**src/rtl/dnp_pkg.sv**
```systemverilog
// Shared types and helpers for the non-page-mode DRAM controller.
// Assumes a 32-bit data path split into four byte lanes.
package dnp_pkg;

    typedef enum logic [1:0] {
        ST_IDLE = 2'd0,
        ST_ROW  = 2'd1,
        ST_RCD  = 2'd2,
        ST_COL  = 2'd3
    } dnp_state_e;

    localparam int NBLK  = 2;
    localparam int NLANE = 4;

    // Lanes strobed for a transfer of the given size at the given offset.
    function automatic logic [NLANE-1:0] lane_sel(input logic [1:0] size,
                                                  input logic [1:0] lo);
        case (size)
            2'd0:    lane_sel = 4'b0001 << lo;
            2'd1:    lane_sel = lo[1] ? 4'b1100 : 4'b0011;
            default: lane_sel = 4'b1111;
        endcase
    endfunction

endpackage

```
**src/rtl/dnp_hit_decode.sv**
```systemverilog
// Block hit decoder: compares the upper address bits with each block's base.
// Assumes block bases are aligned to the block size 2**AW.
module dnp_hit_decode #(
    parameter int          AW    = 26,
    parameter logic [31:0] BASE0 = 32'h0000_0000,
    parameter logic [31:0] BASE1 = 32'h0400_0000
) (
    input  logic [31:AW] addr_hi,
    output logic [1:0]   hit
);
    // One comparator per block.
    for (genvar b = 0; b < dnp_pkg::NBLK; b++) begin : g_blk
        localparam logic [31:0] BASE = (b == 0) ? BASE0 : BASE1;
        assign hit[b] = (addr_hi == BASE[31:AW]);
    end
endmodule

```
**src/rtl/dnp_addr_mux.sv**
```systemverilog
// Row/column address multiplexer with interleaved upper pins.
// Low seven pins take a contiguous field; each extra size step adds one
// pin that takes an odd bit for the row and the even bit below it for the column.
module dnp_addr_mux #(
    parameter int SIZE_STEP = 5,
    localparam int MA_W     = 7 + SIZE_STEP,
    localparam int AW       = 16 + 2 * SIZE_STEP
) (
    input  logic [AW-1:2]   addr,
    input  logic            col_sel,
    output logic [MA_W-1:0] ma
);
    // Contiguous low pins.
    for (genvar i = 0; i < 7; i++) begin : g_low
        assign ma[i] = col_sel ? addr[2 + i] : addr[9 + i];
    end
    // Interleaved upper pins, one per size step.
    for (genvar j = 0; j < SIZE_STEP; j++) begin : g_high
        assign ma[7 + j] = col_sel ? addr[16 + 2 * j] : addr[17 + 2 * j];
    end
endmodule

```
**src/rtl/dnp_sequencer.sv**
```systemverilog
// Rising-edge sequencer: accepts a request, steps row/delay/column phases,
// captures read data, issues termination and runs per-block precharge counters.
// Assumes configuration inputs are stable while a cycle is in progress.
module dnp_sequencer
    import dnp_pkg::*;
#(
    parameter int AW    = 26,
    parameter int CAS_W = 2,
    parameter int PRE_W = 2
) (
    input  logic             clk,
    input  logic             rst_n,
    input  logic             req_valid,
    input  logic             req_write,
    input  logic [1:0]       req_size,
    input  logic [AW-1:0]    req_addr,
    input  logic [31:0]      req_wdata,
    input  logic [1:0]       hit,
    input  logic             cfg_rcd,
    input  logic [CAS_W-1:0] cfg_cas,
    input  logic [PRE_W-1:0] cfg_pre,
    input  logic [31:0]      dq_in,
    output dnp_state_e       state,
    output logic             last,
    output logic             blk,
    output logic             wr,
    output logic [3:0]       lanes,
    output logic [AW-1:2]    lat_addr,
    output logic [31:0]      wdata,
    output logic             ack,
    output logic [31:0]      rdata
);
    logic [CAS_W-1:0] cnt;
    logic [PRE_W-1:0] pre_cnt [NBLK];
    logic [NBLK-1:0]  pre_idle;
    logic             pick;
    logic             take;

    assign pick = hit[1];
    for (genvar b = 0; b < NBLK; b++) begin : g_idle
        assign pre_idle[b] = (pre_cnt[b] == '0);
    end
    assign take = (state == ST_IDLE) && req_valid && (|hit) && pre_idle[pick];
    assign last = (state == ST_COL) && (cnt == cfg_cas);

    // Phase sequencing, request latching, read capture and termination.
    always_ff @(posedge clk) begin
        if (!rst_n) begin
            state    <= ST_IDLE;
            cnt      <= '0;
            blk      <= 1'b0;
            wr       <= 1'b0;
            lanes    <= '0;
            lat_addr <= '0;
            wdata    <= '0;
            ack      <= 1'b0;
            rdata    <= '0;
        end else begin
            ack <= last;
            case (state)
                ST_IDLE: if (take) begin
                    state    <= ST_ROW;
                    blk      <= pick;
                    wr       <= req_write;
                    lanes    <= lane_sel(req_size, req_addr[1:0]);
                    lat_addr <= req_addr[AW-1:2];
                    wdata    <= req_wdata;
                    cnt      <= '0;
                end
                ST_ROW:  state <= cfg_rcd ? ST_RCD : ST_COL;
                ST_RCD:  state <= ST_COL;
                default: begin
                    if (last) begin
                        state <= ST_IDLE;
                        if (!wr) rdata <= dq_in;
                    end else begin
                        cnt <= cnt + CAS_W'(1);
                    end
                end
            endcase
        end
    end

    // Precharge hold-off per block, loaded when that block's cycle ends.
    always_ff @(posedge clk) begin
        for (int b = 0; b < NBLK; b++) begin
            if (!rst_n)
                pre_cnt[b] <= '0;
            else if (last && (blk == 1'(b)))
                pre_cnt[b] <= cfg_pre;
            else if (!pre_idle[b])
                pre_cnt[b] <= pre_cnt[b] - PRE_W'(1);
        end
    end
endmodule

```
**src/rtl/dnp_strobe_gen.sv**
```systemverilog
// Falling-edge strobe registers: RAS per block, CAS per lane, write enable
// and data drive enable, all derived from the sequencer phase.
// Assumes the sequencer state changes only on rising edges.
module dnp_strobe_gen
    import dnp_pkg::*;
(
    input  logic       clk,
    input  logic       rst_n,
    input  dnp_state_e state,
    input  logic       last,
    input  logic       blk,
    input  logic       wr,
    input  logic [3:0] lanes,
    input  logic       cfg_early,
    output logic [1:0] ras_n,
    output logic [3:0] cas_n,
    output logic       dwe_n,
    output logic       dq_oe
);
    logic active;
    logic ras_on;

    assign active = (state != ST_IDLE);
    assign ras_on = active && !(cfg_early && last);

    // Strobes move half a clock after the phase that calls for them.
    always_ff @(negedge clk) begin
        if (!rst_n) begin
            ras_n <= 2'b11;
            cas_n <= 4'hF;
            dwe_n <= 1'b1;
            dq_oe <= 1'b0;
        end else begin
            ras_n <= ~({2{ras_on}} & (blk ? 2'b10 : 2'b01));
            cas_n <= (state == ST_COL) ? ~lanes : 4'hF;
            dwe_n <= !(active && wr);
            dq_oe <= (state == ST_COL) && wr;
        end
    end
endmodule

```
**src/rtl/dram_np_ctrl.sv**
```systemverilog
// Top of the non-page-mode asynchronous DRAM controller: hit decode,
// rising-edge sequencer, falling-edge strobes and row/column address mux.
// Assumes the master holds a request until ack and config is static per cycle.
module dram_np_ctrl #(
    parameter int          SIZE_STEP = 5,
    parameter int          CAS_W     = 2,
    parameter int          PRE_W     = 2,
    parameter logic [31:0] BASE0     = 32'h0000_0000,
    parameter logic [31:0] BASE1     = 32'h0400_0000,
    localparam int         MA_W      = 7 + SIZE_STEP,
    localparam int         AW        = 16 + 2 * SIZE_STEP
) (
    input  logic             clk,
    input  logic             rst_n,
    input  logic             req_valid,
    input  logic             req_write,
    input  logic [1:0]       req_size,
    input  logic [31:0]      req_addr,
    input  logic [31:0]      req_wdata,
    output logic             ack,
    output logic [31:0]      rdata,
    input  logic             cfg_rcd,
    input  logic [CAS_W-1:0] cfg_cas,
    input  logic [PRE_W-1:0] cfg_pre,
    input  logic             cfg_early,
    output logic [1:0]       ras_n,
    output logic [3:0]       cas_n,
    output logic             dwe_n,
    output logic [MA_W-1:0]  ma,
    output logic [31:0]      dq_out,
    output logic             dq_oe,
    input  logic [31:0]      dq_in
);
    import dnp_pkg::*;

    logic [1:0]    hit;
    dnp_state_e    state;
    logic          last;
    logic          blk;
    logic          wr;
    logic [3:0]    lanes;
    logic [AW-1:2] lat_addr;
    logic [31:0]   wdata;

    dnp_hit_decode #(.AW(AW), .BASE0(BASE0), .BASE1(BASE1)) hit_i (
        .addr_hi (req_addr[31:AW]),
        .hit     (hit)
    );

    dnp_sequencer #(.AW(AW), .CAS_W(CAS_W), .PRE_W(PRE_W)) seq_i (
        .clk       (clk),
        .rst_n     (rst_n),
        .req_valid (req_valid),
        .req_write (req_write),
        .req_size  (req_size),
        .req_addr  (req_addr[AW-1:0]),
        .req_wdata (req_wdata),
        .hit       (hit),
        .cfg_rcd   (cfg_rcd),
        .cfg_cas   (cfg_cas),
        .cfg_pre   (cfg_pre),
        .dq_in     (dq_in),
        .state     (state),
        .last      (last),
        .blk       (blk),
        .wr        (wr),
        .lanes     (lanes),
        .lat_addr  (lat_addr),
        .wdata     (wdata),
        .ack       (ack),
        .rdata     (rdata)
    );

    dnp_strobe_gen strb_i (
        .clk       (clk),
        .rst_n     (rst_n),
        .state     (state),
        .last      (last),
        .blk       (blk),
        .wr        (wr),
        .lanes     (lanes),
        .cfg_early (cfg_early),
        .ras_n     (ras_n),
        .cas_n     (cas_n),
        .dwe_n     (dwe_n),
        .dq_oe     (dq_oe)
    );

    dnp_addr_mux #(.SIZE_STEP(SIZE_STEP)) mux_i (
        .addr    (lat_addr),
        .col_sel (state == ST_COL),
        .ma      (ma)
    );

    assign dq_out = wdata;
endmodule

```
**config.mk**
```make
export PLATFORM = sky130hd
export DESIGN_NAME = dram_np_ctrl
export DESIGN_NICKNAME = d
export VERILOG_FILES = /design/src/rtl/dnp_pkg.sv /design/src/rtl/dnp_hit_decode.sv /design/src/rtl/dnp_addr_mux.sv /design/src/rtl/dnp_sequencer.sv /design/src/rtl/dnp_strobe_gen.sv /design/src/rtl/dram_np_ctrl.sv
export SDC_FILE = /design/constraint.sdc
export NUM_CORES = 1
export LEC_CHECK = 0
export BUFFER_PORTS_ARGS = -buffer_cell sky130_fd_sc_hd__buf_2
export CORE_ASPECT_RATIO = 1.4
export CORE_MARGIN = 2
export CORE_UTILIZATION = 44
export DETAILED_ROUTE_END_ITERATION = 12
export GPL_TIMING_DRIVEN = 0
export PLACE_DENSITY = 0.86
export SYNTH_ARGS = -nofsm -noshare
export SYNTH_HDL_FRONTEND = slang
export SYNTH_SLANG_ARGS = --single-unit
```
**constraint.sdc**
```tcl
create_clock -name clk -period 5.4 [get_ports clk]
set_clock_uncertainty 0.15 [all_clocks]
set_input_delay 0.54 -clock clk [delete_from_list [all_inputs] [get_ports clk]]
set_output_delay 0.54 -clock clk [all_outputs]
set_load 0.05 [all_outputs]
```
==> metrics.txt <==
Met3 Wirelength 702 microns; Crit Path Class flop to output port; diodes inserted 0; CP max-delay cell dfxtp_1; CTS tree done; GPL Wtd Cong 0.811; Detailed Place HPWL 8.68 mm; critical path depth 1; PortBufs 192; Seq/Total Area, Yosys 49.1%; Root Driver clkbuf_16; H-tree depth 3; CTS Buf Count 9; die width 90.5 microns; All-Layer GR Usage 20.2%; area grow syn2layout 31.4%; hold path start dq_in[1]; status complete, no violations; via/cell ratio 4.85; RSZ-0062 raised after global routing no; Slew Viols, Final 0; CP startpoint kind flop; Worst R2R End strb_i.cas_n[2]; Initial Utilization 44.8%; Slew headroom 61.2%; largest net degree at the start of global routing 19; setup_tns 0 ps; die area 0.0113 sq mm; Max-cap violations 0; most common cell after layout, fill and taps aside buf_2; crit path capture type output port; post_cts resized 0; first-pass GRT wire length 18.6 mm; post-layout util 58.8%; Cell Area, Placed 0.00574 sq mm; DRC Markers 0; Peak supply drop 0.154 mV; Leak 2.71 nW; Critical path buffers and inverters 1; DR pass1 iterations 4; total grt overflow 0; hold endpoint seq_i.rdata[1]; CTS Hold Bufs 0; initial antenna violation count 0; commonest cells after routing, fill and taps aside buf_2 (193), nand2_1 (188), dfxtp_1 (107); routed length on met2 5.88 mm; post-CTS setup buffer count 0; post-synthesis register bit count 111; flop-to-flop setup slack 1070 ps; synth unique cells 41; Finished Cell Area 0.00606 sq mm; Req. time, crit path 4710 ps; Post-synth EDFFs 4; Worst-path clk slew 80 ps; power density over the cells 279 mW/mm^2; die height 125 microns; Worst Hold Path Cells 3; placed instance count 854; IO Pins 193; WL final 11.4 mm; CP top delay family flip-flops; Met1 Routed Length 4.55 mm; Hold Violations, Final 0; uppermost layer routed met4; CP arrival 3660 ps; Vias 4256; Total Nets Final 848; Finished Layout Cells 877; Register-to-Register Path Depth 4; Yosys warnings 0; Reg2Reg Launch Point seq_i.state[0]; Starting DRT DRC Count 110; Synthesized Nets 638; Mapped Avg Cell Area 8.80 sq um; FFs w/ async S/R, synth 0%; Placeable Area 0.0103 sq mm; fraction of layout instances using a drive strength above 1 32.1%; Syn Inst Count 524; Routed wire per std cell 13.0 microns; Final ANT Viol Nets 0; Fin Hold WS 273 ps; crit path cell chain buf_2; clock tree buffer depth 2; largest fanout on the critical path 1; Mapped Area 0.00461 sq mm; clock sink total 111; Worst Hold Class input port to flop; site row count 44; vias in the first global route 4088; Max stage delay on crit path 310 ps; Worst-Skew Late Latency 340 ps; Main synth FF type dfxtp_1; final setup violation count 0; measured slew at the worst slew-check pin 583 ps
## kinds of logic after synthesis
group,synth area share [%]
adder cells (fa/ha/maj),1.63
AO/OA/AOI/OAI,18.1
flip-flops,49.1
multiplexers,3.83
AND/OR/NAND/NOR,21.4
buffers and inverters,5.10
XOR/XNOR,0.896
## worst register-to-register path, cell delays in order, from the launching register on
cell,delay (ps)
dfxtp_1,390
ha_1,160
clkbuf_1,230
clkbuf_1,460
nand3_1,150
## power breakdown
part / internal [mW] / total, mW / switching (mW)
clock: 0.351 / 0.660 / 0.309
combinational: 0.0817 / 0.172 / 0.0906
sequential: 0.848 / 0.856 / 0.00776
## cell usage after synthesis, drive strengths merged, types with 2 or more instances
cell	instances	area (sq um)
nor3b	2	15.0
a21oi	5	25.0
ha	6	75.1
nor2b	4	25.0
o311ai	2	17.5
nand4	2	18.8
nand4b	2	17.5
inv	11	41.3
nand3	8	40.0
clkbuf	24	91.3
a21boi	94	706
buf	11	103
edfxtp	4	120
nor4b	2	47.6
a31oi	2	12.5
o21ai	3	15.0
mux2i	3	30.0
mux2	13	146
nand2	188	706
nand2b	4	25.0
nor2	8	30.0
dfxtp	107	2140
and3	3	18.8
o211a	3	30.0
xnor2	2	32.5
## registers in the layout (all words and copies together), names as in the netlist
register        count
seq_i.lat_addr     24
strb_i.dwe_n        1
seq_i.state         2
seq_i.pre_cnt       4
seq_i.wr            1
strb_i.ras_n        2
strb_i.dq_oe        1
seq_i.cnt           2
seq_i.lanes         4
seq_i.ack           1
seq_i.wdata        32
seq_i.rdata        32
seq_i.blk           1
strb_i.cas_n        4
## metal layers
layer | GRT usage (%) | up-vias
li1 | - | 2146
met1 | 22.5 | 1944
met2 | 36.7 | 143
met3 | 4.40 | 23
met4 | 8.60 | 0
met5 | 0 | -
## final cells by class
class,count,area [sq um]
fill,974,4240
sequential,111,2260
multi-input combinational,367,2110
timing repair buffer,192,961
clock buffer,12,258
buffer,35,194
tap,138,173
clock inverter,12,58.8
inverter,10,37.5
## worst max-delay path by stage
stage	end	from
final	cas_n[2]	strb_i.cas_n[2]
after global routing	strb_i.cas_n[2]	seq_i.state[1]
after CTS	cas_n[2]	strb_i.cas_n[2]
after detailed placement	strb_i.cas_n[2]	rst_n
after global placement	strb_i.cas_n[0]	rst_n
after floorplan	strb_i.ras_n[0]	cfg_cas[0]
## metrics by stage
stage	total power, mW	setup slack (ps)
floorplan	0.989	1240
global placement	1.05	724
detailed placement	1.06	712
CTS	1.70	1040
global route	1.77	970
finish	1.69	1050
(Power assumes the default switching activity.)
